`src/rtl/br_ctrl_pkg.sv`:
```
package br_ctrl_pkg;
    localparam int INSN_BYTES = 4;

    typedef enum logic [1:0] {
        PCS_SEQ  = 2'd0,
        PCS_TGT  = 2'd1,
        PCS_FALL = 2'd2
    } pc_src_e;

    typedef struct packed {
        pc_src_e src;
        logic    en;
        logic    bubble;
        logic    flush;
        logic    load;
        logic    clear;
    } fetch_ctl_t;
endpackage

```
`src/rtl/br_target.sv`:
```
module br_target #(
    parameter int AW = 32,
    parameter int DW = 16
) (
    input  logic [AW-1:0] pc,
    input  logic [DW-1:0] disp,
    output logic [AW-1:0] seq_pc,
    output logic [AW-1:0] tgt_pc
);
    import br_ctrl_pkg::*;
    localparam int EXT = AW - DW;

    logic [AW-1:0] disp_ext;

    always_comb begin
        disp_ext = {{EXT{disp[DW-1]}}, disp};
        seq_pc   = pc + AW'(INSN_BYTES);
        tgt_pc   = seq_pc + (disp_ext << 2);
    end
endmodule

```
`src/rtl/br_track.sv`:
```
module br_track #(
    parameter int AW = 32
) (
    input  logic          clk,
    input  logic          rst,
    input  logic          load,
    input  logic          clear,
    input  logic [AW-1:0] ft_in,
    output logic          pending,
    output logic [AW-1:0] ft_pc
);
    always_ff @(posedge clk) begin
        if (rst) begin
            pending <= 1'b0;
            ft_pc   <= '0;
        end else if (load) begin
            pending <= 1'b1;
            ft_pc   <= ft_in;
        end else if (clear) begin
            pending <= 1'b0;
        end
    end

    // only one unresolved branch is ever tracked
    assert_single_track_R7: assert property (@(posedge clk) disable iff (rst)
        (pending && !clear) |-> !load);

    // the saved recovery address survives until resolution
    assert_ft_kept_R7: assert property (@(posedge clk) disable iff (rst)
        (pending && !clear) |=> $stable(ft_pc));
endmodule

```
`src/rtl/br_ctrl.sv`:
```
module br_ctrl #(
    parameter int          AW       = 32,
    parameter int          DW       = 16,
    parameter logic [31:0] RESET_PC = 32'h0
) (
    input  logic          clk,
    input  logic          rst,
    input  logic          id_valid,
    input  logic          id_branch,
    input  logic [AW-1:0] id_pc,
    input  logic [DW-1:0] id_disp,
    input  logic          ex_resolve,
    input  logic          ex_taken,
    output logic [AW-1:0] fetch_pc,
    output logic [1:0]    pc_sel,
    output logic          pc_en,
    output logic          ifid_bubble,
    output logic          spec_flush,
    output logic [AW-1:0] redirect_pc
);
    import br_ctrl_pkg::*;

    logic [AW-1:0] id_seq_pc;
    logic [AW-1:0] id_tgt_pc;
    logic          pending;
    logic [AW-1:0] ft_pc;
    fetch_ctl_t    ctl;
    logic [AW-1:0] next_pc;

    br_target #(.AW(AW), .DW(DW)) u_target (
        .pc     (id_pc),
        .disp   (id_disp),
        .seq_pc (id_seq_pc),
        .tgt_pc (id_tgt_pc)
    );

    br_track #(.AW(AW)) u_track (
        .clk     (clk),
        .rst     (rst),
        .load    (ctl.load),
        .clear   (ctl.clear),
        .ft_in   (id_seq_pc),
        .pending (pending),
        .ft_pc   (ft_pc)
    );

    always_comb begin
        ctl = '{src: PCS_SEQ, en: 1'b1, bubble: 1'b0, flush: 1'b0,
                load: 1'b0, clear: 1'b0};
        if (pending) begin
            if (ex_resolve) begin
                ctl.clear = 1'b1;
                if (!ex_taken) begin
                    ctl.src    = PCS_FALL;
                    ctl.bubble = 1'b1;
                    ctl.flush  = 1'b1;
                end
            end else begin
                ctl.en     = 1'b0;
                ctl.bubble = 1'b1;
            end
        end else if (id_valid && id_branch) begin
            ctl.src    = PCS_TGT;
            ctl.bubble = 1'b1;
            ctl.load   = 1'b1;
        end
    end

    always_comb begin
        unique case (ctl.src)
            PCS_TGT:  next_pc = id_tgt_pc;
            PCS_FALL: next_pc = ft_pc;
            default:  next_pc = fetch_pc + AW'(INSN_BYTES);
        endcase
    end

    always_ff @(posedge clk) begin
        if (rst)
            fetch_pc <= AW'(RESET_PC);
        else if (ctl.en)
            fetch_pc <= next_pc;
    end

    assign pc_sel      = ctl.src;
    assign pc_en       = ctl.en;
    assign ifid_bubble = ctl.bubble;
    assign spec_flush  = ctl.flush;
    assign redirect_pc = ft_pc;

    // a decoded branch redirects fetch to its computed destination
    assert_target_load_R3: assert property (@(posedge clk) disable iff (rst)
        (pc_sel == 2'd1) |=> fetch_pc == $past(id_tgt_pc));

    // a disabled PC keeps its value
    assert_hold_R4: assert property (@(posedge clk) disable iff (rst)
        !pc_en |=> $stable(fetch_pc));

    // recovery lands on the saved fall-through address
    assert_recover_R6: assert property (@(posedge clk) disable iff (rst)
        spec_flush |=> fetch_pc == $past(redirect_pc));

    // a squash only happens while a branch is outstanding and resolving
    assert_flush_cause_R9: assert property (@(posedge clk) disable iff (rst)
        spec_flush |-> (pending && ex_resolve && !ex_taken && ifid_bubble));

    // with nothing outstanding, a resolution cannot disturb fetch
    assert_stray_resolve_R8: assert property (@(posedge clk) disable iff (rst)
        (!pending && ex_resolve && !(id_valid && id_branch))
        |=> fetch_pc == $past(fetch_pc) + AW'(INSN_BYTES));
endmodule

```
`config.mk`:
```
export PLATFORM = sky130hd
export DESIGN_NAME = br_ctrl
export DESIGN_NICKNAME = d
export VERILOG_FILES = /design/src/rtl/br_ctrl_pkg.sv /design/src/rtl/br_target.sv /design/src/rtl/br_track.sv /design/src/rtl/br_ctrl.sv
export SDC_FILE = /design/constraint.sdc
export NUM_CORES = 1
export LEC_CHECK = 0
export BUFFER_PORTS_ARGS = -buffer_cell sky130_fd_sc_hd__buf_4
export CORE_UTILIZATION = 45
export DETAILED_ROUTE_END_ITERATION = 10
export GPL_ROUTABILITY_DRIVEN = 0
export HOLD_SLACK_MARGIN = 0.03
export PLACE_DENSITY = 0.69
export SLEW_MARGIN = 10
export SYNTH_ARGS = -nofsm -noshare
export SYNTH_HDL_FRONTEND = slang
export SYNTH_SLANG_ARGS = --single-unit
```
`constraint.sdc`:
```
create_clock -name clk -period 5.1 [get_ports clk]
set_input_delay 1.02 -clock clk [delete_from_list [all_inputs] [get_ports clk]]
set_output_delay 1.02 -clock clk [all_outputs]
set_load 0.03 [all_outputs]
```
# --- After elaboration in Yosys (flattened, before gate mapping) ---
# Index checks and enable logic that the tools add are counted.
classes:
  n_addsub: 3
  n_eq_ne: 2
  reduce_logical: 2
  mux: 17
op_table:
  columns: ["cell", "n"]
  rows:
  - ["$add 32x3->32 const B", 2]
  - ["$pmux 32 s2", 1]
  - ["$add 32x32->32", 1]
  - ["$mux 1", 12]
  - ["$mux 2", 4]
  - ["$eq 2x1->1 const B", 1]
  - ["$eq 2x2->1 const B", 1]
  - ["$reduce_bool 2->1", 1]
  - ["$logic_and 1x1->1", 1]
word_totals:
  wordCells: 27
  ff_bits: 65
  out_inout_bits: 69

# --- Longest topological paths before layout ---
logic_depth:
  ltp_word: 5
  mapped_depth: 15
  depth_no_buf: 15

# --- Modules after synthesis ---
# A second synthesis with hierarchy kept.
unflattened:
  cells_unflattened: 761
  hier_area_um2: 5933.2
by_module_without_submodules:
  columns: ["mod", "instances", "cells_each", "area_each_um2", "seq_area_each_um2"]
  rows:
  - ["br_ctrl", 1, 322, 2424.8, 640.6]
  - ["br_target", 1, 331, 2303.5, 0.0]
  - ["br_track", 1, 108, 1204.9, 660.6]

# --- Worst setup path after synthesis ---
# OpenSTA, ideal clock, no wires.
synth_path:
  path_kind: "input -> register"
  startpoint: "input port id_pc[14]"
  endpoint: "register fetch_pc[29]"
  n_path_buf: 0
  t_arrival_ns: 3.753
  slack_ns: 1.255
  cell_stages: 13
  required_ns: 5.008
  setup_ns: 0.092
  cell_sequence: "nand4_1 -> or3_1 -> nor2b_1 -> nand3_1 -> xnor2_1 -> ha_1 -> a21o_1 -> a21o_1 -> a21o_1 -> a2111oi_0 -> a21oi_1 -> o21a_1 -> o32ai_1"
synth_via:
  elab_chain_cells: 3
synth_rtl:
  columns: ["element", "line", "source"]
  rows:
  - ["start: declaration", "br_ctrl.sv:10", "input logic [AW-1:0] id_pc,"]
  - ["$add 32x3->32", "br_target.sv:17", "seq_pc = pc + AW'(INSN_BYTES);"]
  - ["via id_seq_pc[22]", "br_ctrl.sv:23", "logic [AW-1:0] id_seq_pc;"]
  - ["$add 32x32->32", "br_target.sv:18", "tgt_pc = seq_pc + (disp_ext << 2);"]
  - ["$pmux 32 s2", "br_ctrl.sv:70", "unique case (ctl.src)"]
  - ["end signal: assignment", "br_ctrl.sv:79", "fetch_pc <= AW'(RESET_PC);"]
  - ["end signal: assignment", "br_ctrl.sv:81", "fetch_pc <= next_pc;"]
  - ["end: declaration", "br_ctrl.sv:14", "output logic [AW-1:0] fetch_pc,"]
# The timed path passes the listed nets, and every way through them passes these cells.
# A chain may end at the register's enable or synchronous reset.

# --- Final worst setup path ---
layout_path:
  startpoint: "input port id_pc[12]"
  endpoint: "register fetch_pc[29]"
# Same word-level chain as after synthesis.

==> summary.txt <==
CTS tree -> yes
Post-DRT Antenna Nets -> 0
I/O pins -> 123
capture point of the worst reg-to-reg path -> fetch_pc[29]
Avg WL per Cell -> 18.0 um
status -> finished, final reports clean
WHS Path Cells -> 2
Crit path largest cell delay -> 0.44 ns
diodes inserted -> 0
DRC -> 0
Final Hold Violating Endpoints -> 0
vias -> 5869
register share of total power -> 32.7%
final instance area -> 6480 um^2
Clock power frac -> 35.2%
combinational share of power -> 32.0%
min-delay src -> u_track.ft_pc[3]
asr flop ratio synth -> 0%
postcts setup bufs -> 0
Worst R2R Setup Slack -> 2.21 ns
Hold Crit Class -> reg2reg
Total Power -> 1820 uW
final-report max-slew violation count -> 0
Cells after Synth -> 709
Post-synth EDFFs -> 0
Syn Nets -> 797
DIE AREA -> 12000 um^2
TNS Setup -> 0 ns
P per Cell Area -> 281 nW/um^2
maximum vdd drop -> 0.188 mV
initial antenna violation count -> 0
core area -> 11100 um^2
Reg-to-Reg Start -> u_track.pending
DR vias/cell -> 6.16
crit path to -> fetch_pc[29]
initial drt markers -> 382
WL final -> 17.2 mm
startpoint type of the worst setup path -> input port
P&R area growth vs syn -> 24.4%
Sw Ratio -> 34.5%
Worst Skew -> 0.00425 ns
CP Class -> in2reg
RSZ-0062 raised after global routing -> false
die height -> 110 um
critical path fanouts, max -> 6
H-Tree Level Count -> 3
Synth Register Bits -> 65
first-pass GRT wire length -> 26.9 mm
Worst path most repeated cell -> a21o_1
CTS Buf Count -> 9
pin count of the biggest net entering global routing -> 51
Worst-path clk slew -> 0.05 ns
root buffer cell -> clkbuf_16
Pre-Repair DR Iteration Count -> 5
final setup fails -> 0
crit-path cells -> buf_4, nand4_1, or3_1, nor2b_1, nand3_1, xnor2_1, ha_1, a21o_1, a21o_1, a21o_1, a2111oi_0, a21oi_1, o21a_1, o32ai_1
initial core utilization -> 47.0%
CP required -> 5.35 ns
post-CTS resize count -> 0
min cycle time layout -> 4.04 ns
Clock Tree Buf Depth -> 2
Slew headroom -> 37.7%
CP endpoint kind -> register
P_int -> 1190 uW
Seq/Total Area, Yosys -> 25.0%
Synth Cell Area -> 5210 um^2
Worst EP arrival -> 4.29 ns
site row count -> 38
Unique masters post-synth -> 60
Synthesis Warnings -> 0
layout cells sized above 1 -> 18.0%
CTS Sinks -> 65
Final period util -> 79.2%
Net Switching -> 630 uW
worst slew pin tran -> 0.931 ns
dominant synthesized flop cell -> dfxtp_1
DIE WIDTH -> 110 um
Crit. Startpoint -> id_pc[12]
vias in the first global route -> 5190
Placed Area -> 6170 um^2
Overall Global Routing Usage -> 29.1%
final net count -> 895
HPWL after DPL -> 12.8 mm
max cap viols -> 0
grt ovf -> 0
CTS Hold Bufs -> 0
Port Buf Inserts -> 122
worst skew pair latency -> 0.34 ns
Crit-path slowest cell -> or3_1
Pleak -> 0.00270 uW
R2R depth -> 9
synthesized area per cell -> 7.35 um^2
highest clock rate -> 247 MHz
[cells by family (layout without fill, tap and decap cells)]
kind of cell,count (synthesis),after routing,share of synthesized area (%)
multiplexers,2,2,0.384
AO/OA/AOI/OAI,229,229,27.7
buffers and inverters,58,161,4.51
adder cells (fa/ha/maj),34,34,8.31
AND/OR/NAND/NOR,259,259,23.7
flip-flops,65,65,25.0
XOR/XNOR,62,62,10.4
[cell usage after synthesis, types with 2 or more instances]
master / count / area (um^2)
o21a_1: 5 / 37.5
ha_1: 33 / 413
nor2b_1: 5 / 31.3
o22ai_1: 9 / 56.3
inv_1: 17 / 63.8
or3_1: 4 / 25.0
o21bai_1: 6 / 45.0
xor2_1: 18 / 158
o41ai_1: 2 / 17.5
and4_1: 9 / 78.8
o21ai_0: 26 / 130
xnor2_1: 44 / 385
mux2i_1: 2 / 20.0
a21o_1: 13 / 97.6
a21oi_1: 81 / 405
o21ai_1: 19 / 95.1
a2111oi_0: 4 / 35.0
dfxtp_1: 65 / 1300
o211ai_1: 4 / 30.0
buf_1: 2 / 7.51
nand3_1: 29 / 145
a41oi_1: 2 / 17.5
nor4_1: 5 / 31.3
buf_4: 4 / 30.0
a211oi_1: 6 / 45.0
o31ai_1: 2 / 15.0
nor3_1: 19 / 95.1
a22oi_1: 6 / 45.0
nand2_1: 89 / 334
o32ai_1: 2 / 17.5
buf_2: 2 / 10.0
nand2b_1: 7 / 43.8
nor2_1: 56 / 210
and3_1: 9 / 56.3
nand4_1: 17 / 106
a221oi_1: 16 / 140
or2_1: 2 / 12.5
a31oi_1: 11 / 68.8
o211a_1: 4 / 40.0
clkbuf_1: 32 / 120
or4_1: 2 / 15.0
[state kept, by name, indices dropped and copies added, names as in the netlist]
name,cells
u_track.pending,1
fetch_pc,32
u_track.ft_pc,32
[metal layers]
metal  vias to the layer above  wire, um  track usage (%)
met5                         -         0                0
met3                        22      1590             5.51
met1                      2750      7960             42.8
met2                       289      7390             42.5
met4                         0       234             8.76
li1                       2808         -                -
[stage by stage]
stage / utilization [%] / hold WS, ns / setup WS, ns / instances
CTS: 58.5 / 0.481 / 1.10 / 952
floorplan: - / 0.546 / 1.26 / 709
detailed placement: 55.7 / 0.474 / 0.750 / 936
global route: 58.5 / 0.501 / 0.680 / 952
global placement: 55.7 / 0.456 / 0.814 / 936
finish: 58.5 / 0.477 / 1.06 / 952
[final cells by class]
class	count	area [um^2]
Inverter	18	67.6
Clock buffer	14	274
Tap cell	140	175
Fill cell	1050	4600
Timing Repair Buffer	127	953
Sequential cell	65	1300
Clock inverter	2	35.0
Multi-Input combinational cell	586	3680
[placed cells by master, fill, tap and decap left out, types with 11 or more instances in the layout]
cell type | Yosys | layout
nand3_1 | 29 | 29
nor3_1 | 19 | 19
ha_1 | 33 | 33
o21ai_1 | 19 | 19
a221oi_1 | 16 | 16
dfxtp_1 | 65 | 65
a31oi_1 | 11 | 11
xnor2_1 | 44 | 44
nand4_1 | 17 | 17
nand2_1 | 89 | 89
xor2_1 | 18 | 18
a21o_1 | 13 | 13
inv_1 | 17 | 17
o21ai_0 | 26 | 26
nor2_1 | 56 | 56
buf_4 | 4 | 127
a21oi_1 | 81 | 81
[power by group through the flow]
stage	sequential (uW)	clock (uW)	combinational (uW)
2_1_floorplan	668	0	306
3_3_place_gp	606	0	564
3_5_place_dp	607	0	571
4_1_cts	596	645	575
5_1_grt	603	671	632
6_report	598	643	584
[critical path: cells and delay by family]
family | cells | cell delay (ns)
xor gates and xnor gates | 1 | 0.22
buffers and inverters | 1 | 0.10
AOI/OAI and AO/OA | 7 | 1.58
and+or+nand+nor | 4 | 1.03
adders and majority gates | 1 | 0.33
[worst min path at each step]
stage	end
after floorplan	fetch_pc[27]
after global placement	u_track.ft_pc[1]
after detailed placement	u_track.ft_pc[3]
after CTS	u_track.ft_pc[3]
after global routing	u_track.ft_pc[1]
final	u_track.ft_pc[3]
(Power assumes the default switching activity.)
